$ cat src/rtl/tty5_tx_pkg.sv
package tty5_tx_pkg;

   typedef enum logic [1:0] {
      PH_IDLE  = 2'd0,
      PH_START = 2'd1,
      PH_DATA  = 2'd2,
      PH_STOP  = 2'd3
   } phase_t;

   // Stop length in clock cycles: element length scaled by num/den, rounded to nearest.
   function automatic int stop_len(input int elem_clks, input int num, input int den);
      return (elem_clks * num + den / 2) / den;
   endfunction

endpackage

$ cat src/rtl/tty5_elem_timer.sv
module tty5_elem_timer #(
   parameter int CNT_W = 5
) (
   input  logic             clk,
   input  logic             rst,
   input  logic             run,
   input  logic [CNT_W-1:0] limit,
   output logic             elem_done
);

   logic [CNT_W-1:0] cnt_q;

   assign elem_done = run && (cnt_q == limit - CNT_W'(1));

   always_ff @(posedge clk) begin
      if (rst || !run || elem_done)
         cnt_q <= '0;
      else
         cnt_q <= cnt_q + CNT_W'(1);
   end

   // the element counter never passes the current element length
   a_r4_cnt_bound: assert property (@(posedge clk) disable iff (rst)
      run |-> (cnt_q < limit))
      else $error("element counter beyond limit");

endmodule

$ cat src/rtl/tty5_shifter.sv
module tty5_shifter #(
   parameter int DATA_BITS = 5
) (
   input  logic                 clk,
   input  logic                 rst,
   input  logic                 load,
   input  logic [DATA_BITS-1:0] load_val,
   input  logic                 shift,
   output logic                 cur_bit
);

   logic [DATA_BITS-1:0] sh_q;

   always_ff @(posedge clk) begin
      if (rst)
         sh_q <= '0;
      else if (load)
         sh_q <= load_val;
      else if (shift)
         sh_q <= {1'b0, sh_q[DATA_BITS-1:1]};
   end

   assign cur_bit = sh_q[0];

endmodule

$ cat src/rtl/tty5_tx_ctrl.sv
module tty5_tx_ctrl
   import tty5_tx_pkg::*;
#(
   parameter int DATA_BITS = 5,
   parameter int CNT_W     = 5,
   parameter int ELEM_CLKS = 20,
   parameter int STOP_CLKS = 28
) (
   input  logic             clk,
   input  logic             rst,
   input  logic             in_valid,
   input  logic             elem_done,
   input  logic             data_bit,
   output logic             in_ready,
   output logic             load,
   output logic             shift,
   output logic             run,
   output logic [CNT_W-1:0] limit,
   output logic             line_out,
   output logic             busy
);

   localparam int BC_W = $clog2(DATA_BITS + 1);

   phase_t          phase_q, phase_d;
   logic [BC_W-1:0] bit_q, bit_d;

   assign in_ready = (phase_q == PH_IDLE) || (phase_q == PH_STOP && elem_done);
   assign load     = in_valid && in_ready;
   assign shift    = (phase_q == PH_DATA) && elem_done;
   assign run      = (phase_q != PH_IDLE);
   assign busy     = run;
   assign limit    = (phase_q == PH_STOP) ? CNT_W'(STOP_CLKS) : CNT_W'(ELEM_CLKS);

   always_comb begin
      case (phase_q)
         PH_START: line_out = 1'b0;
         PH_DATA:  line_out = data_bit;
         default:  line_out = 1'b1;
      endcase
   end

   always_comb begin
      phase_d = phase_q;
      bit_d   = bit_q;
      case (phase_q)
         PH_IDLE:
            if (in_valid) phase_d = PH_START;
         PH_START:
            if (elem_done) begin
               phase_d = PH_DATA;
               bit_d   = '0;
            end
         PH_DATA:
            if (elem_done) begin
               if (bit_q == BC_W'(DATA_BITS - 1))
                  phase_d = PH_STOP;
               else
                  bit_d = bit_q + BC_W'(1);
            end
         PH_STOP:
            if (elem_done) phase_d = in_valid ? PH_START : PH_IDLE;
         default:
            phase_d = PH_IDLE;
      endcase
   end

   always_ff @(posedge clk) begin
      if (rst) begin
         phase_q <= PH_IDLE;
         bit_q   <= '0;
      end else begin
         phase_q <= phase_d;
         bit_q   <= bit_d;
      end
   end

   // reset returns the line to mark and clears busy
   a_r1_reset_idle: assert property (@(posedge clk)
      rst |=> (line_out && !busy && in_ready))
      else $error("reset did not idle the line");

   // a handshake is followed by space on the line
   a_r2_start_follows: assert property (@(posedge clk) disable iff (rst)
      (in_valid && in_ready) |=> (!line_out && busy))
      else $error("start element missing after handshake");

   // the line only moves at element boundaries while busy
   a_r3_line_steady: assert property (@(posedge clk) disable iff (rst)
      (busy && !elem_done) |=> $stable(line_out))
      else $error("line changed inside an element");

   // a code waiting at stop end starts at once
   a_r6_back_to_back: assert property (@(posedge clk) disable iff (rst)
      (phase_q == PH_STOP && elem_done && in_valid) |=> (phase_q == PH_START))
      else $error("gap after stop with code waiting");

   // no code taken mid character
   a_r5_no_mid_load: assert property (@(posedge clk) disable iff (rst)
      (busy && !(phase_q == PH_STOP && elem_done)) |-> !load)
      else $error("code taken while busy");

endmodule

$ cat src/rtl/tty5_serial_tx.sv
module tty5_serial_tx
   import tty5_tx_pkg::*;
#(
   parameter int DATA_BITS     = 5,
   parameter int CLKS_PER_ELEM = 20,
   parameter int STOP_NUM      = 142,
   parameter int STOP_DEN      = 100
) (
   input  logic                 clk,
   input  logic                 rst,
   input  logic                 in_valid,
   output logic                 in_ready,
   input  logic [DATA_BITS-1:0] in_code,
   output logic                 line_out,
   output logic                 busy
);

   localparam int STOP_CLKS = stop_len(CLKS_PER_ELEM, STOP_NUM, STOP_DEN);
   localparam int MAX_CLKS  = (STOP_CLKS > CLKS_PER_ELEM) ? STOP_CLKS : CLKS_PER_ELEM;
   localparam int CNT_W     = $clog2(MAX_CLKS + 1);

   if (DATA_BITS < 1) begin : g_bad_width
      $error("DATA_BITS must be at least 1");
   end
   if (CLKS_PER_ELEM < 2) begin : g_bad_div
      $error("CLKS_PER_ELEM must be at least 2");
   end
   if (STOP_DEN < 1 || STOP_CLKS < 1) begin : g_bad_stop
      $error("stop ratio must give at least one cycle");
   end

   logic             elem_done, data_bit, load, shift, run;
   logic [CNT_W-1:0] limit;

   tty5_tx_ctrl #(
      .DATA_BITS (DATA_BITS),
      .CNT_W     (CNT_W),
      .ELEM_CLKS (CLKS_PER_ELEM),
      .STOP_CLKS (STOP_CLKS)
   ) ctrl_i (
      .clk       (clk),
      .rst       (rst),
      .in_valid  (in_valid),
      .elem_done (elem_done),
      .data_bit  (data_bit),
      .in_ready  (in_ready),
      .load      (load),
      .shift     (shift),
      .run       (run),
      .limit     (limit),
      .line_out  (line_out),
      .busy      (busy)
   );

   tty5_elem_timer #(
      .CNT_W (CNT_W)
   ) timer_i (
      .clk       (clk),
      .rst       (rst),
      .run       (run),
      .limit     (limit),
      .elem_done (elem_done)
   );

   tty5_shifter #(
      .DATA_BITS (DATA_BITS)
   ) shift_i (
      .clk      (clk),
      .rst      (rst),
      .load     (load),
      .load_val (in_code),
      .shift    (shift),
      .cur_bit  (data_bit)
   );

endmodule

$ cat config.mk
export PLATFORM = sky130hd
export DESIGN_NAME = tty5_serial_tx
export DESIGN_NICKNAME = d
export VERILOG_FILES = /design/src/rtl/tty5_tx_pkg.sv /design/src/rtl/tty5_elem_timer.sv /design/src/rtl/tty5_shifter.sv /design/src/rtl/tty5_tx_ctrl.sv /design/src/rtl/tty5_serial_tx.sv
export SDC_FILE = /design/constraint.sdc
export NUM_CORES = 1
export LEC_CHECK = 0
export CAP_MARGIN = 20
export CELL_PAD_IN_SITES_DETAIL_PLACEMENT = 1
export CELL_PAD_IN_SITES_GLOBAL_PLACEMENT = 1
export CORE_MARGIN = 4
export CORE_UTILIZATION = 42
export CTS_CLUSTER_SIZE = 20
export DETAILED_ROUTE_END_ITERATION = 7
export GPL_ROUTABILITY_DRIVEN = 0
export HOLD_SLACK_MARGIN = 0.05
export PLACE_DENSITY_LB_ADDON = 0.1
export SYNTH_ARGS = -nofsm -noshare
export SYNTH_HDL_FRONTEND = slang
export SYNTH_HIERARCHICAL = 1
export SYNTH_SLANG_ARGS = --single-unit
$ cat constraint.sdc
create_clock -name clk -period 2.74 [get_ports clk]
set_input_delay 0.548 -clock clk [delete_from_list [all_inputs] [get_ports clk]]
set_output_delay 0.548 -clock clk [all_outputs]
set_load 0.05 [all_outputs]
# After elaboration in Yosys (flattened, before gate mapping)
# Index checks and enable logic that the tools add are counted.
op_classes:
  n_eq_ne: 11
  n_reduce_logical: 14
  mux: 15
  add_sub_neg: 3
op_table:
  columns: ["op", "n"]
  rows:
  - ["2-bit 2-to-1 mux", 5]
  - ["5-bit 2-to-1 mux", 2]
  - ["3-bit 2-to-1 mux", 3]
  - ["2-bit one-hot mux with 4 select lines", 1]
  - ["2-bit by 1-bit != test with 1-bit output (second input constant)", 3]
  - ["2-bit != test (second input constant)", 3]
  - ["3-bit one-hot mux with 2 select lines", 1]
  - ["2-bit nonzero test", 3]
  - ["5-bit by 1-bit adder with 5-bit output (second input constant)", 1]
  - ["5-bit == test", 1]
  - ["5-bit AND reduction", 1]
  - ["5-bit by 1-bit subtractor with 5-bit output (second input constant)", 1]
  - ["2-bit == test (second input constant)", 2]
  - ["1-bit logical AND", 4]
  - ["4-bit 2-to-1 mux", 1]
  - ["4-bit AND reduction", 1]
  - ["3-bit by 1-bit adder with 3-bit output (second input constant)", 1]
  - ["3-bit == test (second input constant)", 1]
  - ["1-bit logical OR", 3]
  - ["2-bit by 1-bit == test with 1-bit output (second input constant)", 1]
  - ["2-bit zero test", 1]
  - ["1-bit one-hot mux with 2 select lines", 1]
  - ["1-bit zero test", 1]
  - ["1-bit 2-to-1 mux", 1]
word_totals:
  ff_bits: 15
  out_inout_bits: 3

# Longest topological paths before layout
# Gate-level depths: netlist of run 1.
logic_depth:
  ltp_word: 9
  ltp_mapped: 12
  mapped_depth_nobuf: 11

# Cells and area by module
# Netlist of run 1, hierarchy kept.
modules_own_cells:
  columns: ["mod", "cells_each", "n_inst", "seq_area_each_um2", "area_per_inst_um2"]
  rows:
  - ["tty5_tx_ctrl", 57, 1, 100.1, 470.5]
  - ["tty5_elem_timer", 41, 1, 100.1, 369.1]
  - ["tty5_shifter", 22, 1, 100.1, 227.7]

# Worst setup path after synthesis of run 1
# OpenSTA, ideal clock, no wires.
synth_timing:
  path_type: "reg-to-reg"
  startpoint: "register ctrl_i.phase_q[0]"
  endpoint: "register shift_i.sh_q[0]"
  required_ns: 2.654
  slack_ns: 0.025
  arrival_time_ns: 2.629
  path_buffers: 1
  period_less_slack_ns: 2.715
  path_stages_with_launch: 13
  setup_time_ns: 0.086
  path_cell_list: "dfxtp_1 > inv_1 > ha_1 > inv_1 > buf_4 > nand3_1 > nor2_1 > and2_1 > nand2_1 > nand2_1 > and2_1 > inv_1 > a211oi_1"
synth_via:
  elab_cells_between_ends: 14
  classes_between: "1 x add/sub; 3 x eq/ne; 2 x mux; 8 x reduce/logical"
synth_rtl:
  columns: ["element", "line", "rtl"]
  rows:
  - ["start, declared", "tty5_tx_ctrl.sv:25", "phase_t phase_q, phase_d;"]
  - ["start signal, assigned", "tty5_tx_ctrl.sv:73", "phase_q <= phase_d;"]
  - ["2-bit nonzero test *", "tty5_tx_ctrl.sv:31", "assign run = (phase_q != PH_IDLE);"]
  - ["net busy", "tty5_serial_tx.sv:15", "output logic busy"]
  - ["1-bit logical AND *", "tty5_elem_timer.sv:13", "assign elem_done = run && (cnt_q == limit - CNT_W'(1));"]
  - ["net elem_done", "tty5_serial_tx.sv:32", "logic elem_done, data_bit, load, shift, run;"]
  - ["1-bit logical AND *", "tty5_tx_ctrl.sv:28", "assign in_ready = (phase_q == PH_IDLE) || (phase_q == PH_STOP && elem_done);"]
  - ["1-bit logical OR *", "tty5_tx_ctrl.sv:28", null]
  - ["net in_ready", "tty5_serial_tx.sv:12", "output logic in_ready,"]
  - ["1-bit logical AND *", "tty5_tx_ctrl.sv:29", "assign load = in_valid && in_ready;"]
  - ["net load", "tty5_serial_tx.sv:32", null]
  - ["5-bit 2-to-1 mux / 2-bit nonzero test (equally long branches)", null, null]
  - ["end signal, assigned", "tty5_shifter.sv:18", "sh_q <= load_val;"]
  - ["end signal, assigned", "tty5_shifter.sv:20", "sh_q <= {1'b0, sh_q[DATA_BITS-1:1]};"]
  - ["end, declared", "tty5_shifter.sv:12", "logic [DATA_BITS-1:0] sh_q;"]
# Mark *: on every way through the listed nets, which the timed path passes. The rest lies on a longest branch.
# A chain may end at the register's enable or synchronous reset.

# Worst setup path after layout of run 1
layout_timing:
  startpoint: "register ctrl_i.phase_q[0]"
  endpoint: "output port busy"
layout_via:
  elab_chain_len: 1
layout_lines:
  columns: ["element", "line"]
  rows:
  - ["2-bit nonzero test", "tty5_tx_ctrl.sv:31"]
  - ["end, declared", "tty5_serial_tx.sv:15"]
# No other way between the ends.

==> impl_metrics.json, run 1 <==
{
  "status": "completed",
  "crit_path_start": "ctrl_i/phase_q[0]$_SDFFE_PP0P_",
  "final_cell_area_um2": 1210,
  "initial_utilization_pct": 43.5,
  "dp_slack_ns": 0.302,
  "drc": 0,
  "reg2regPathDepth": 11,
  "antenna_cells": 0,
  "num_vias": 823,
  "clk_latency_ns": 0.28,
  "grt_use_total_pct": 15.4,
  "grt_pass1_wl_mm": 4.04,
  "portBuffers": 10,
  "hp-class": "register to register",
  "crit-reg2reg-launch": "ctrl_i/phase_q[0]$_SDFFE_PP0P_",
  "synth_mux_area_share_pct": 6.68,
  "rr_endpoint": "shift_i/sh_q[0]$_SDFFE_PP0P_",
  "place_area_um2": 1190,
  "fill_cells": 299,
  "rsz0062_at_grt": "false",
  "vdd_drop_max_v": 0.000328,
  "seq_area_frac_synth_pct": 28.1,
  "max_freq_ghz": 0.389,
  "required_ns": 2.19,
  "antenna_found_initial": 0,
  "synth-seq-cells": 15,
  "routedWlPerCell_um": 13.7,
  "cts-root-buf": "clkbuf_4",
  "critPathCaptureType": "primary output",
  "grt_pass1_vias": 909,
  "max-cap-violations": 0,
  "die_height_um": 58.4,
  "multi_input_area_um2": 684,
  "critPathKind": "register to primary output",
  "met1_usage_pct": 17.4,
  "cts_tree": "yes",
  "grt_start_max_net_pins": 14,
  "worst-path-max-fanout": 5,
  "setup_ws_ns": 0.172,
  "ff_latch_area_um2": 300,
  "area_growth_pct": 13.7,
  "cts_setup_buffers": 0,
  "drtIter0Drc": 22,
  "synthCells": 120,
  "synth-xor-area-share_pct": 7.27,
  "cts_made_buffers": 3,
  "drt_wl_total_mm": 2.22,
  "drv_slew": 0,
  "p_per_area_nw_per_um2": 787,
  "layout.nets": 151,
  "h-tree-depth": 1,
  "fin_skew_ns": 0.00126,
  "avgSynthCellArea_um2": 8.89,
  "cts_max_path_buffers": 2,
  "grt-ovfl-total": 0,
  "regToRegSetupSlack_ns": 0.45,
  "place_hpwl_mm": 1.73,
  "die_x_um": 58.4,
  "ant_nets": 0,
  "period_needed_ns": 2.57,
  "synth_cell_types": 37,
  "setup-violations-final": 0,
  "grt_use_met2_pct": 27.9,
  "ios": 11,
  "crit_end": "busy",
  "placementRows": 18,
  "core_region_area_um2": 2450,
  "drive_gt1_share_pct": 12.1,
  "synth-simple-area-share_pct": 21.9,
  "synth_area_um2": 1070,
  "power.leakage_uw": 0.000489,
  "die_area_um2": 3410,
  "cp-start-kind": "register",
  "cp_data_arrival_time_ns": 2.02,
  "use_met3_pct": 4.39,
  "fin_tns_setup_ns": 0,
  "ys_warn_count": 6,
  "cts_sinks": 15,
  "cts.clk_slew.worst_paths_ns": 0.09,
  "synth_adder_area_share_pct": 11.7,
  "fin_crit_sh_pct": 93.7,
  "via_per_inst": 5.08,
  "finalHoldViolCount": 0,
  "synth_top_family_by_area": "simple AND/OR/NAND/NOR gates",
  "firstDrtPassIters": 3,
  "grt-busiest-layer": "met2",
  "synth_compound_area_share_pct": 15.1
}
-- cell type report --
type | count | area share (%)
inverter | 11 | 3.40
clock buffer | 4 | 2.16
sequential | 15 | 24.7
timing repair buffer | 12 | 10.2
multi-input combinational | 90 | 56.4
tap | 30 | 3.09
-- what timing repair did --
action | 4_1_cts | 5_1_grt
hold endpoints to repair | 0 | 0
hold buffers | 0 | 0
resized for setup | 1 | 0
endpoints found under the setup margin | 1 | 0
-- worst max-delay path, stage by stage (launching register included) --
cell and delay (ns):
dfxtp_1 0.41, inv_1 0.13, ha_1 0.22, inv_1 0.14
clkdlybuf4s50_1 0.83
-- power by group --
group	internal [uW]	total, uW	switching (uW)	leakage (uW)
sequential	258	297	38.3	0.000122
clock	56.5	131	74.3	0.0000150
combinational	222	528	305	0.000352
total	538	955	418	0.000489
-- synthesized netlist by cell type --
| cell type | count | share of area, % |
|---|---|---|
| and2_1 | 2 | 1.2 |
| o31ai_1 | 1 | 0.70 |
| a21oi_1 | 10 | 4.7 |
| nand3_1 | 4 | 1.9 |
| dfxtp_1 | 15 | 28 |
| or3_2 | 1 | 0.70 |
| nor2_1 | 2 | 0.70 |
| xor2_1 | 3 | 2.5 |
| a211oi_1 | 4 | 2.8 |
| and3_4 | 1 | 1.1 |
| buf_6 | 1 | 1.1 |
| o31ai_4 | 1 | 2.0 |
| inv_1 | 11 | 3.9 |
| o211a_1 | 1 | 0.94 |
| nand4bb_1 | 1 | 1.1 |
| o221a_2 | 1 | 1.1 |
| a31oi_1 | 1 | 0.59 |
| nand2b_4 | 1 | 1.3 |
| nor2b_1 | 6 | 3.5 |
| or4b_1 | 1 | 0.94 |
| mux2_2 | 1 | 1.1 |
| conb_1 | 2 | 0.70 |
| buf_4 | 5 | 3.5 |
| xnor2_1 | 4 | 3.3 |
| nand2_1 | 9 | 3.2 |
| and2_2 | 1 | 0.70 |
| o21ai_0 | 2 | 0.94 |
| or3_1 | 1 | 0.59 |
| nor3_1 | 1 | 0.47 |
| ha_1 | 10 | 12 |
| o21ai_1 | 1 | 0.47 |
| a21bo_2 | 1 | 0.94 |
| mux2i_1 | 6 | 5.6 |
| nor3_2 | 1 | 0.94 |
| xor2_2 | 1 | 1.5 |
| or3b_1 | 1 | 0.82 |
| nand2b_1 | 5 | 2.9 |
-- layer usage --
layer	routed length [um]	part of all wire [%]
met5	0	0
met4	22	0.99
met3	89	4.0
met2	1130	51
met1	971	44
-- cell families (layout without fill, tap and decap cells) --
kind of cell / count (synthesis) / after routing
other: 2 / 4
adders and majority gates: 10 / 10
AOI/OAI and AO/OA: 23 / 23
DFF: 15 / 15
and+or+nand+nor: 38 / 38
buffers and inverters: 17 / 27
muxes: 7 / 7
xor gates and xnor gates: 8 / 8
-- stage by stage --
step                      utilization, %  total power [uW]  hold WS, ns  instances
after global routing                49.4              1030        0.567        162
final                               49.4               955        0.518        162
after detailed placement            48.4               841        0.500        158
after CTS                           49.4               967        0.523        162
after floorplan                        -               677        0.460        122
after global placement              48.4               826        0.486        158
-- worst min path at each step --
stage                                      start                      endpoint  slack (ns)  cells past startpoint
global placement    ctrl_i/bit_q[1]$_SDFFE_PP0P_  ctrl_i/bit_q[1]$_SDFFE_PP0P_        0.49                      2
finish              ctrl_i/bit_q[1]$_SDFFE_PP0P_  ctrl_i/bit_q[1]$_SDFFE_PP0P_        0.52                      2
detailed placement  ctrl_i/bit_q[2]$_SDFFE_PP0P_  ctrl_i/bit_q[2]$_SDFFE_PP0P_        0.50                      2
floorplan           ctrl_i/bit_q[1]$_SDFFE_PP0P_  ctrl_i/bit_q[1]$_SDFFE_PP0P_        0.46                      2
global route        ctrl_i/bit_q[1]$_SDFFE_PP0P_  ctrl_i/bit_q[1]$_SDFFE_PP0P_        0.57                      2
CTS                 ctrl_i/bit_q[1]$_SDFFE_PP0P_  ctrl_i/bit_q[1]$_SDFFE_PP0P_        0.52                      2
-- layout by cell type, fill, tap and decap left out, drive strengths merged, types with 2 or more instances in the layout --
cell type | Yosys | layout
nand3 | 4 | 4
o21ai | 3 | 3
dfxtp | 15 | 15
nand2 | 9 | 9
nand2b | 6 | 6
nor2b | 6 | 6
conb | 2 | 4
or3 | 2 | 2
o31ai | 2 | 2
mux2i | 6 | 6
nor3 | 2 | 2
a211oi | 4 | 4
clkbuf | 0 | 4
xnor2 | 4 | 4
clkdlybuf4s50 | 0 | 8
buf | 6 | 3
xor2 | 4 | 4
and2 | 3 | 3
nor2 | 2 | 2
inv | 11 | 11
a21oi | 10 | 10
ha | 10 | 10
-- sequential cells by signal (all words and copies together) (netlist names) --
name	count
shift_i/sh_q	5
timer_i/cnt_q	5
ctrl_i/bit_q	3
ctrl_i/phase_q	2
No activity file was read; power rests on OpenSTA's default activity.
==> run 2, diff against run 1 <==
--- a/config.mk
+++ b/config.mk
@@ -5,11 +5,12 @@
 export SDC_FILE = /design/constraint.sdc
 export NUM_CORES = 1
 export LEC_CHECK = 0
+export ABC_AREA = 1
 export CAP_MARGIN = 20
 export CELL_PAD_IN_SITES_DETAIL_PLACEMENT = 1
 export CELL_PAD_IN_SITES_GLOBAL_PLACEMENT = 1
 export CORE_MARGIN = 4
-export CORE_UTILIZATION = 42
+export CORE_UTILIZATION = 38
 export CTS_CLUSTER_SIZE = 20
 export DETAILED_ROUTE_END_ITERATION = 7
 export GPL_ROUTABILITY_DRIVEN = 0
==> impl_metrics.json, run 2 <==
{
  "synth-seq-cells": 15,
  "synth_cell_types": 16,
  "cts_made_buffers": 3,
  "cts_max_path_buffers": 2,
  "status": "completed",
  "h-tree-depth": 1,
  "placementRows": 19,
  "power_uw": 919,
  "cp_data_arrival_time_ns": 1.98,
  "area_growth_pct": 14.8,
  "max-cap-violations": 0,
  "portBuffers": 10,
  "clk_latency_ns": 0.28,
  "dp.cells": 227,
  "ant_nets": 0,
  "final_common_cell": "nand2_1",
  "p_per_area_nw_per_um2": 719,
  "fin_cells": 231,
  "die_x_um": 62.1,
  "grt_use_total_pct": 14.1,
  "hold_buffers": 0,
  "num_vias": 1086,
  "synth_top_area_share_pct": 27.0,
  "max_freq_ghz": 0.395,
  "synth_area_um2": 1110,
  "drive_gt1_share_pct": 8.50,
  "drt_wl_total_mm": 2.59,
  "antenna_found_initial": 0,
  "cts-root-buf": "clkbuf_4",
  "hp-class": "register to register",
  "routedWlPerCell_um": 11.2,
  "final_cell_mix": "nand2_1 (62), inv_1 (32), nor2_1 (21)",
  "fin_skew_ns": 0.00611,
  "drv_slew": 0,
  "drc": 0,
  "grt_start_max_net_pins": 10,
  "worst-path-max-fanout": 5,
  "cp-start-kind": "register",
  "ys_warn_count": 6,
  "grt_pass1_wl_mm": 4.56,
  "post-route-util_pct": 45.9,
  "firstDrtPassIters": 4,
  "place_hpwl_mm": 2.23,
  "synth_ff_type": "dfxtp_1",
  "antenna_cells": 0,
  "slew_headroom_pct": 66.4,
  "grt-ovfl-total": 0,
  "yosysTopAreaCell": "dfxtp_1",
  "grt_pass1_vias": 1133,
  "initial_utilization_pct": 40.0,
  "fin_tns_setup_ns": 0,
  "cts.clk_slew.worst_paths_ns": 0.08,
  "synth-async-reset-ratio_pct": 0,
  "hold-worst-slack_ns": 0.473,
  "synthTopCellsByArea": "dfxtp_1 (27%), nand2_1 (21%), ha_1 (11%), inv_1 (11%), nand3_1 (7.2%)",
  "cts_setup_buffers": 0,
  "required_ns": 2.19,
  "setup-violations-final": 0,
  "ios": 11,
  "layout.nets": 219,
  "drtIter0Drc": 10,
  "post_cts_resized": 0,
  "avgSynthCellArea_um2": 5.95,
  "cts_tree": "yes",
  "synth-edff-count": 0,
  "vdd_drop_max_v": 0.000455,
  "die_area_um2": 3860,
  "power.leakage_uw": 0.000664,
  "synth_common_cells": "nand2_1 (62), inv_1 (33), nor2_1 (21)",
  "rsz0062_at_grt": "false",
  "core_region_area_um2": 2780,
  "synthCells": 187,
  "critPathCaptureType": "primary output",
  "worstMarginPinSlew_ns": 0.502,
  "seq_area_frac_synth_pct": 27.0,
  "via_per_inst": 4.70,
  "reg.largest.list": "shift_i/sh_q x5, timer_i/cnt_q x5, ctrl_i/bit_q x3",
  "regToRegSetupSlack_ns": 0.54,
  "critPathKind": "register to primary output",
  "cts_sinks": 15,
  "period_needed_ns": 2.53,
  "yosysMostFrequentCell": "nand2_1",
  "finalHoldViolCount": 0,
  "die_height_um": 62.1,
  "fin_crit_sh_pct": 92.3
}
## run 2: cell count changes in the layout (fill, tap and decap cells not counted), sizes merged, moves of 3 or more
cell and delta:
nand2 +55, inv +26, nor2 +21, nand3 +12
mux2i -6, nand2b -6, nor2b -6, a211oi -4
and2 -3, xnor2 -3
## run 2: critical path, stage by stage (launching register included)
cell and delay (ns):
dfxtp_4 0.37, inv_1 0.09, ha_1 0.26, o21ai_0 0.16, clkdlybuf4s50_1 0.82
## run 2: per-layer routing
| metal | GRT usage [%] | up-vias | wire [um] |
|---|---|---|---|
| met3 | 2.88 | 2 | 57 |
| met5 | 0 | - | 0 |
| met4 | 3.25 | 0 | 20 |
| li1 | - | 572 | - |
| met1 | 14.6 | 502 | 1060 |
| met2 | 28.0 | 10 | 1450 |
## run 2: kinds of logic after synthesis
logic type | synth area share, %
and+or+nand+nor | 37.9
buffers and inverters | 15.9
DFF | 27.0
AOI/OAI and AO/OA | 4.95
adders and majority gates | 11.2
xor gates and xnor gates | 2.36
other | 0.675
## run 2: layout make-up
class                   count  area, um^2
clock buffers               4        26.3
fillers                   409        1500
repair buffers             12         125
flip-flops and latches     15         305
inverters                  37         139
well taps                  31        38.8
multi-input cells         132         643
## run 2: final timing paths
| check | from | end | cells after the start |
|---|---|---|---|
| max reg2reg | ctrl_i/phase_q[0]$_SDFFE_PP0P_ | shift_i/sh_q[0]$_SDFFE_PP0P_ | 17 |
| max | ctrl_i/phase_q[0]$_SDFFE_PP0P_ | line_out | 4 |
| min reg2reg | shift_i/sh_q[1]$_SDFFE_PP0P_ | shift_i/sh_q[1]$_SDFFE_PP0P_ | 2 |
| min | shift_i/sh_q[1]$_SDFFE_PP0P_ | shift_i/sh_q[1]$_SDFFE_PP0P_ | 2 |
## run 2: report_power, final
part | internal (uW) | leakage, uW | switching [uW] | total (uW)
logic | 186 | 0.000526 | 315 | 501
registers | 260 | 0.000123 | 35.6 | 296
clock network | 56.4 | 0.0000150 | 66.0 | 122
total | 503 | 0.000664 | 416 | 919
## run 2: per-stage QoR
stage | cell area (um^2) | setup slack [ns]
CTS | 1270 | 0.0530
detailed placement | 1250 | 0.378
finish | 1280 | 0.211
floorplan | 1120 | 0.0794
global route | 1280 | 0.00656
global placement | 1250 | 0.459
